**config.mk**
```make
export PLATFORM = sky130hd
export DESIGN_NAME = cc_engine
export DESIGN_NICKNAME = d
export VERILOG_FILES = /design/src/rtl/cc_pkg.sv /design/src/rtl/cc_first_set.sv /design/src/rtl/cc_lookup.sv /design/src/rtl/cc_engine.sv
export SDC_FILE = /design/constraint.sdc
export NUM_CORES = 1
export LEC_CHECK = 0
export BUFFER_PORTS_ARGS = -buffer_cell sky130_fd_sc_hd__clkbuf_2
export CAP_MARGIN = 20
export CORE_UTILIZATION = 42
export DETAILED_ROUTE_END_ITERATION = 8
export SYNTH_ARGS = -nofsm -noshare
export SYNTH_HDL_FRONTEND = slang
export SYNTH_SLANG_ARGS = --single-unit
```
**constraint.sdc**
```tcl
create_clock -name clk_i -period 7 [get_ports clk_i]
set_input_delay 1.4 -clock clk_i [delete_from_list [all_inputs] [get_ports clk_i]]
set_output_delay 1.4 -clock clk_i [all_outputs]
set_load 0.01 [all_outputs]
```
**src/rtl/cc_pkg.sv**
```systemverilog
package cc_pkg;
  typedef enum logic [1:0] {
    LN_ABSENT = 2'd0,
    LN_CLEAN  = 2'd1,
    LN_DIRTY  = 2'd2,
    LN_WBPEND = 2'd3
  } line_st_e;

  localparam logic [1:0] OP_LOAD   = 2'd0;
  localparam logic [1:0] OP_STORE  = 2'd1;
  localparam logic [1:0] OP_COMMIT = 2'd2;
  localparam logic [1:0] OP_RECON  = 2'd3;

  localparam logic [1:0] OUT_CREQ  = 2'd0;
  localparam logic [1:0] OUT_PURGE = 2'd1;
  localparam logic [1:0] OUT_WB    = 2'd2;

  localparam logic [1:0] IN_FILL   = 2'd0;
  localparam logic [1:0] IN_WBACK  = 2'd1;
  localparam logic [1:0] IN_FLACK  = 2'd2;
endpackage

```
**src/rtl/cc_first_set.sv**
```systemverilog
module cc_first_set #(
  parameter int N  = 4,
  localparam int IW = (N > 1) ? $clog2(N) : 1
) (
  input  logic [N-1:0]  vec_i,
  output logic          found_o,
  output logic [IW-1:0] idx_o
);
  always_comb begin
    found_o = |vec_i;
    idx_o   = '0;
    for (int i = N - 1; i >= 0; i--) begin
      if (vec_i[i]) idx_o = IW'(i);
    end
  end
endmodule

```
**src/rtl/cc_lookup.sv**
```systemverilog
module cc_lookup #(
  parameter int LINES = 4,
  parameter int AW    = 8,
  localparam int IW   = (LINES > 1) ? $clog2(LINES) : 1
) (
  input  logic [LINES-1:0][1:0]    st_i,
  input  logic [LINES-1:0][AW-1:0] tag_i,
  input  logic [AW-1:0]            addr_i,
  output logic                     hit_o,
  output logic [IW-1:0]            idx_o
);
  logic [LINES-1:0] match;

  for (genvar g = 0; g < LINES; g++) begin : g_cmp
    assign match[g] = (st_i[g] != cc_pkg::LN_ABSENT) && (tag_i[g] == addr_i);
  end

  cc_first_set #(.N(LINES)) u_enc (
    .vec_i  (match),
    .found_o(hit_o),
    .idx_o  (idx_o)
  );
endmodule

```
**src/rtl/cc_engine.sv**
```systemverilog
module cc_engine
  import cc_pkg::*;
#(
  parameter int LINES = 4,
  parameter int AW    = 8,
  parameter int DW    = 16
) (
  input  logic          clk_i,
  input  logic          rst_ni,
  input  logic          req_valid_i,
  input  logic [1:0]    req_op_i,
  input  logic [AW-1:0] req_addr_i,
  input  logic [DW-1:0] req_data_i,
  output logic          req_ready_o,
  output logic [DW-1:0] rsp_data_o,
  output logic          out_valid_o,
  input  logic          out_ready_i,
  output logic [1:0]    out_kind_o,
  output logic [AW-1:0] out_addr_o,
  output logic [DW-1:0] out_data_o,
  input  logic          in_valid_i,
  output logic          in_ready_o,
  input  logic [1:0]    in_kind_i,
  input  logic [AW-1:0] in_addr_i,
  input  logic [DW-1:0] in_data_i
);
  localparam int IW = (LINES > 1) ? $clog2(LINES) : 1;

  logic [LINES-1:0][1:0]    st_q;
  logic [LINES-1:0][AW-1:0] tag_q;
  logic [LINES-1:0][DW-1:0] dat_q;

  logic          out_full_q;
  logic [1:0]    out_kind_q;
  logic [AW-1:0] out_addr_q;
  logic [DW-1:0] out_data_q;

  logic          fill_wait_q;
  logic [AW-1:0] fill_addr_q;
  logic [IW-1:0] fill_slot_q;

  logic          req_hit, in_hit, free_found, vict_found;
  logic [IW-1:0] req_idx, in_idx, free_idx, vict_idx;
  logic [LINES-1:0] free_vec, vict_vec;

  cc_lookup #(.LINES(LINES), .AW(AW)) u_req_lu (
    .st_i(st_q), .tag_i(tag_q), .addr_i(req_addr_i), .hit_o(req_hit), .idx_o(req_idx)
  );
  cc_lookup #(.LINES(LINES), .AW(AW)) u_in_lu (
    .st_i(st_q), .tag_i(tag_q), .addr_i(in_addr_i), .hit_o(in_hit), .idx_o(in_idx)
  );

  for (genvar g = 0; g < LINES; g++) begin : g_cls
    assign free_vec[g] = (st_q[g] == LN_ABSENT);
    assign vict_vec[g] = (st_q[g] == LN_CLEAN) || (st_q[g] == LN_DIRTY);
  end

  cc_first_set #(.N(LINES)) u_free (.vec_i(free_vec), .found_o(free_found), .idx_o(free_idx));
  cc_first_set #(.N(LINES)) u_vict (.vec_i(vict_vec), .found_o(vict_found), .idx_o(vict_idx));

  // request side
  logic [1:0] req_st;
  logic       can_retire, store_fire;
  assign req_st = req_hit ? st_q[req_idx] : LN_ABSENT;

  always_comb begin
    unique case (req_op_i)
      OP_LOAD, OP_STORE: can_retire = (req_st == LN_CLEAN) || (req_st == LN_DIRTY);
      OP_COMMIT:         can_retire = (req_st == LN_ABSENT) || (req_st == LN_CLEAN);
      default:           can_retire = (req_st != LN_WBPEND);
    endcase
  end

  assign req_ready_o = req_valid_i && can_retire;
  assign rsp_data_o  = (req_op_i == OP_STORE) ? req_data_i : dat_q[req_idx];
  assign store_fire  = req_ready_o && (req_op_i == OP_STORE);

  // outbound message selection
  logic          ld_msg;
  logic [1:0]    ld_kind;
  logic [AW-1:0] ld_addr;
  logic [DW-1:0] ld_data;
  logic [IW-1:0] ld_idx;

  always_comb begin
    ld_msg  = 1'b0;
    ld_kind = OUT_CREQ;
    ld_addr = req_addr_i;
    ld_data = '0;
    ld_idx  = req_idx;
    if (req_valid_i && !out_full_q) begin
      if ((req_op_i == OP_LOAD || req_op_i == OP_STORE) && !req_hit && !fill_wait_q) begin
        if (free_found) begin
          ld_msg = 1'b1;
        end else if (vict_found) begin
          ld_msg  = 1'b1;
          ld_idx  = vict_idx;
          ld_kind = (st_q[vict_idx] == LN_CLEAN) ? OUT_PURGE : OUT_WB;
          ld_addr = tag_q[vict_idx];
          ld_data = dat_q[vict_idx];
        end
      end else if (req_op_i == OP_COMMIT && req_st == LN_DIRTY) begin
        ld_msg  = 1'b1;
        ld_kind = OUT_WB;
        ld_data = dat_q[req_idx];
      end
    end
  end

  // inbound decode
  logic [1:0] in_st;
  logic       fill_ok, wback_ok, flack_ok;
  assign in_ready_o = 1'b1;
  assign in_st      = in_hit ? st_q[in_idx] : LN_ABSENT;
  assign fill_ok    = in_valid_i && in_kind_i == IN_FILL && fill_wait_q &&
                      in_addr_i == fill_addr_q && !in_hit;
  assign wback_ok   = in_valid_i && in_kind_i == IN_WBACK && in_st == LN_WBPEND;
  assign flack_ok   = in_valid_i && in_kind_i == IN_FLACK && in_st == LN_WBPEND;

  always_ff @(posedge clk_i or negedge rst_ni) begin
    if (!rst_ni) begin
      st_q  <= '0;
      tag_q <= '0;
      dat_q <= '0;
    end else begin
      for (int i = 0; i < LINES; i++) begin
        if (ld_msg && ld_kind != OUT_CREQ && ld_idx == IW'(i))
          st_q[i] <= (ld_kind == OUT_PURGE) ? LN_ABSENT : LN_WBPEND;
        if (store_fire && req_idx == IW'(i)) begin
          st_q[i]  <= LN_DIRTY;
          dat_q[i] <= req_data_i;
        end
        if (fill_ok && fill_slot_q == IW'(i)) begin
          st_q[i]  <= LN_CLEAN;
          tag_q[i] <= in_addr_i;
          dat_q[i] <= in_data_i;
        end
        if ((wback_ok || flack_ok) && in_idx == IW'(i))
          st_q[i] <= wback_ok ? LN_CLEAN : LN_ABSENT;
      end
    end
  end

  always_ff @(posedge clk_i or negedge rst_ni) begin
    if (!rst_ni) begin
      out_full_q  <= 1'b0;
      out_kind_q  <= OUT_CREQ;
      out_addr_q  <= '0;
      out_data_q  <= '0;
      fill_wait_q <= 1'b0;
      fill_addr_q <= '0;
      fill_slot_q <= '0;
    end else begin
      if (ld_msg) begin
        out_full_q <= 1'b1;
        out_kind_q <= ld_kind;
        out_addr_q <= ld_addr;
        out_data_q <= ld_data;
      end else if (out_ready_i) begin
        out_full_q <= 1'b0;
      end
      if (ld_msg && ld_kind == OUT_CREQ) begin
        fill_wait_q <= 1'b1;
        fill_addr_q <= req_addr_i;
        fill_slot_q <= free_idx;
      end else if (fill_ok) begin
        fill_wait_q <= 1'b0;
      end
    end
  end

  assign out_valid_o = out_full_q;
  assign out_kind_o  = out_kind_q;
  assign out_addr_o  = out_addr_q;
  assign out_data_o  = out_data_q;
endmodule

```
==> flow_metrics.py <==
metrics = {
    "cells_and_area": {
        "final_cell_area_um2": 10600,
        "drive_gt1_frac": 0.232,
        "area_growth_syn_to_layout_pct": 14.3,
        "fillCellCount": 2016,
        "antenna_cells": 0,
        "final_cells": 1308,
        "nets": 1081,
    },
    "min_path": {
        "worstHoldPathCells": 1,
        "worstHoldPathType": "reg -> reg",
    },
    "cts": {
        "clk_pin_slew_ns": 0.06,
        "cts_tree": "done",
        "numCtsBuffers": 17,
        "cts.htree.levels": 4,
        "root_buffer": "clkbuf_16",
        "clkSinkCount": 142,
        "post_cts.repair.setup_buffers": 0,
        "ctsHoldBuffers": 0,
        "clk_latency_ns": 0.43,
        "cts_resized": 0,
        "cts_buffer_depth": 2,
    },
    "logic_synthesis": {
        "ys_seq_area_frac": 0.384,
        "ys_ff_latch": 142,
        "netlist_area_um2": 9250,
        "yosysWarnings": 0,
        "syn_area_per_cell_um2": 9.67,
        "synth_largest_area_cell": "dfrtp_1",
        "netlist_instances": 957,
        "synth_edf_count": 0,
        "synthMuxAreaShare": 0.198,
        "synth_compound_area_frac": 0.153,
        "yosysTopAreaCellShare": 0.384,
        "synth_cell_types": 70,
        "ys.flop_type": "dfrtp_1",
        "netlist_top_cells_area": "dfrtp_1 (38%), mux2i_1 (8.9%), a21oi_1 (6.7%)",
        "syn_nets": 1018,
        "synth_top_family_by_area": "multiplexers",
        "yosys.area_share.adder": 0.00541,
        "synth_simple_gate_area_share": 0.139,
        "async_reset_ff_frac": 1.00,
        "yosys.area_share.xor_xnor": 0.0700,
    },
    "worst_setup_path": {
        "crit_required_ns": 5.60,
        "rr_worst_depth": 12,
        "crit_arrival_ns": 4.20,
        "worstSetupEndpointType": "primary output",
        "cp_max_fo": 15,
        "setup.worst_path.class": "in -> out",
        "start_kind": "input port",
    },
    "routing": {
        "drt-pass1-iter-count": 5,
        "wl_mm": 27.2,
        "wire_per_inst_um": 20.8,
        "via_per_inst": 5.78,
        "drtAntennaViolNets": 0,
        "drcViolationCount": 0,
        "drt-initial-drc-count": 523,
        "vias": 7559,
    },
    "grt": {
        "grt_max_degree": 103,
        "grt.overflow.total": 0,
        "grt_pass1_vias": 7334,
        "grt_pass1_wl_mm": 42.7,
        "antenna_found_initial": 0,
        "grtUsageTotal": 0.253,
    },
    "die": {
        "die_w_um": 150,
        "core_area_um2": 21300,
        "rows": 53,
        "start_util": 0.435,
        "ios": 102,
        "die_area_um2": 22600,
        "die_h_um": 150,
    },
    "placed_design": {
        "placed_cells": 1276,
        "dpl_cell_area_um2": 9920,
        "place_hpwl_mm": 18.5,
        "routabilityCongestion": 0.884,
        "portBuffers": 100,
    },
    "sta": {
        "period_share": 0.799,
        "tightest_slew_ns": 1.02,
        "slew_violations": 0,
        "grt_setup_unrepaired": "false",
        "fin_skew_ns": 0.0100,
        "max_freq_mhz": 179,
        "slew_headroom": 0.322,
        "finalHoldViolCount": 0,
        "period_needed_ns": 5.60,
        "setup_viol": 0,
        "fin_setup_tns_ns": 0,
        "holdWs_ns": 0.527,
    },
    "power": {
        "ir_drop_v": 0.000193,
        "power.density_nw_per_um2": 287,
        "p_leak_nw": 4.67,
    },
    "run_status": {
        "outcome": "complete, no violations",
    },
    "run": {
        "drv_cap": 0,
    },
}
==> area by class of cell <==
type                       count  area [µm²]  area share
multi-input combinational    723        5300       0.501
sequential                   142        3550       0.336
timing repair buffer         121         664      0.0628
clock buffer                  19         443      0.0419
tap                          275         344      0.0325
clock inverter                13         210      0.0199
inverter                      15        56.3     0.00532
==> through the flow <==
step | utilization | worst slack (ns) | total power, mW
final | 0.497 | 1.40 | 3.03
after global routing | 0.497 | 1.22 | 3.18
after CTS | 0.497 | 1.44 | 3.04
after detailed placement | 0.466 | 1.46 | 2.01
after global placement | 0.466 | 1.48 | 2.00
after floorplan | - | 1.87 | 1.67
==> power by group <==
part / internal (mW) / switching, mW / total, mW
logic: 0.376 / 0.582 / 0.958
registers: 0.954 / 0.0967 / 1.05
clock network: 0.645 / 0.378 / 1.02
==> per-layer routing <==
layer | wire (µm) | up-vias | share of wire | global-route usage
li1 | - | 3588 | - | -
met1 | 12600 | 3705 | 0.46 | 0.351
met2 | 12900 | 238 | 0.47 | 0.405
met3 | 1340 | 28 | 0.049 | 0.0445
met4 | 377 | 0 | 0.014 | 0.0657
met5 | 0 | - | 0 | 0
==> registers in the layout, indices dropped and copies added, names as in the netlist <==
name and flops:
st_q 8, tag_q 32, out_addr_o 8, fill_slot_q 2, dat_q 64, out_data_o 16, out_kind_o 2, out_valid_o 1
fill_addr_q 8, fill_wait_q 1
==> critical path, cell delays in order <==
cell and delay (ns):
clkbuf_2 0.16, xor2_1 0.18, nor4_1 0.37, and3_1 0.36, nor2_1 0.08, buf_4 0.20, nand3_1 0.44, buf_4 0.30
o22ai_1 0.11, a211oi_1 0.33, a21o_1 0.13, clkbuf_2 0.12
==> cells by family after synthesis <==
family / count (synthesis)
and+or+nand+nor: 266
AOI/OAI and AO/OA: 223
muxes: 155
DFF: 142
buffers and inverters: 92
xor gates and xnor gates: 74
adders and majority gates: 4
other: 1
==> cell usage after synthesis, types with 16 or more instances <==
cell type  count
mux2_2        47
mux4_2        17
xor2_1        44
dfrtp_1      142
nor2_1       115
a211oi_1      19
mux2i_1       82
nand3_1       16
a21oi_1      123
buf_2         19
o22ai_1       19
clkbuf_1      38
nand2_1       43
xnor2_1       30
==> path summary, 6_finish.rpt <==
check | end | start | slack [ns]
worst max-delay path | rsp_data_o[2] | req_addr_i[3] | 1.40
min in group asynchronous | fill_addr_q[5]$_DFFE_PN0P_ | rst_ni | 1.10
worst min-delay path | fill_addr_q[4]$_DFFE_PN0P_ | fill_addr_q[4]$_DFFE_PN0P_ | 0.53
worst min register to register | fill_addr_q[4]$_DFFE_PN0P_ | fill_addr_q[4]$_DFFE_PN0P_ | 0.53
worst max register to register | out_data_o[8]$_DFFE_PN0P_ | st_q[4]$_DFFE_PN0P_ | 2.59
max in group asynchronous | st_q[6]$_DFFE_PN0P_ | rst_ni | 4.76
==> placed cells by master (no fill, tap or decap), types with 13 or more instances in the layout <==
cell type	netlist	layout
buf_4	5	21
nor2_1	115	114
and3_1	15	15
inv_1	15	15
dfrtp_1	142	142
mux4_2	17	17
clkbuf_2	0	99
nand2_1	43	43
mux2i_1	82	82
a211oi_1	19	19
o22ai_1	19	19
nand3_1	16	15
xnor2_1	30	30
xor2_1	44	44
nor4_1	14	13
mux2_2	47	47
clkbuf_16	0	17
a21oi_1	123	123
Note: power is estimated with default switching activity, not from simulation.
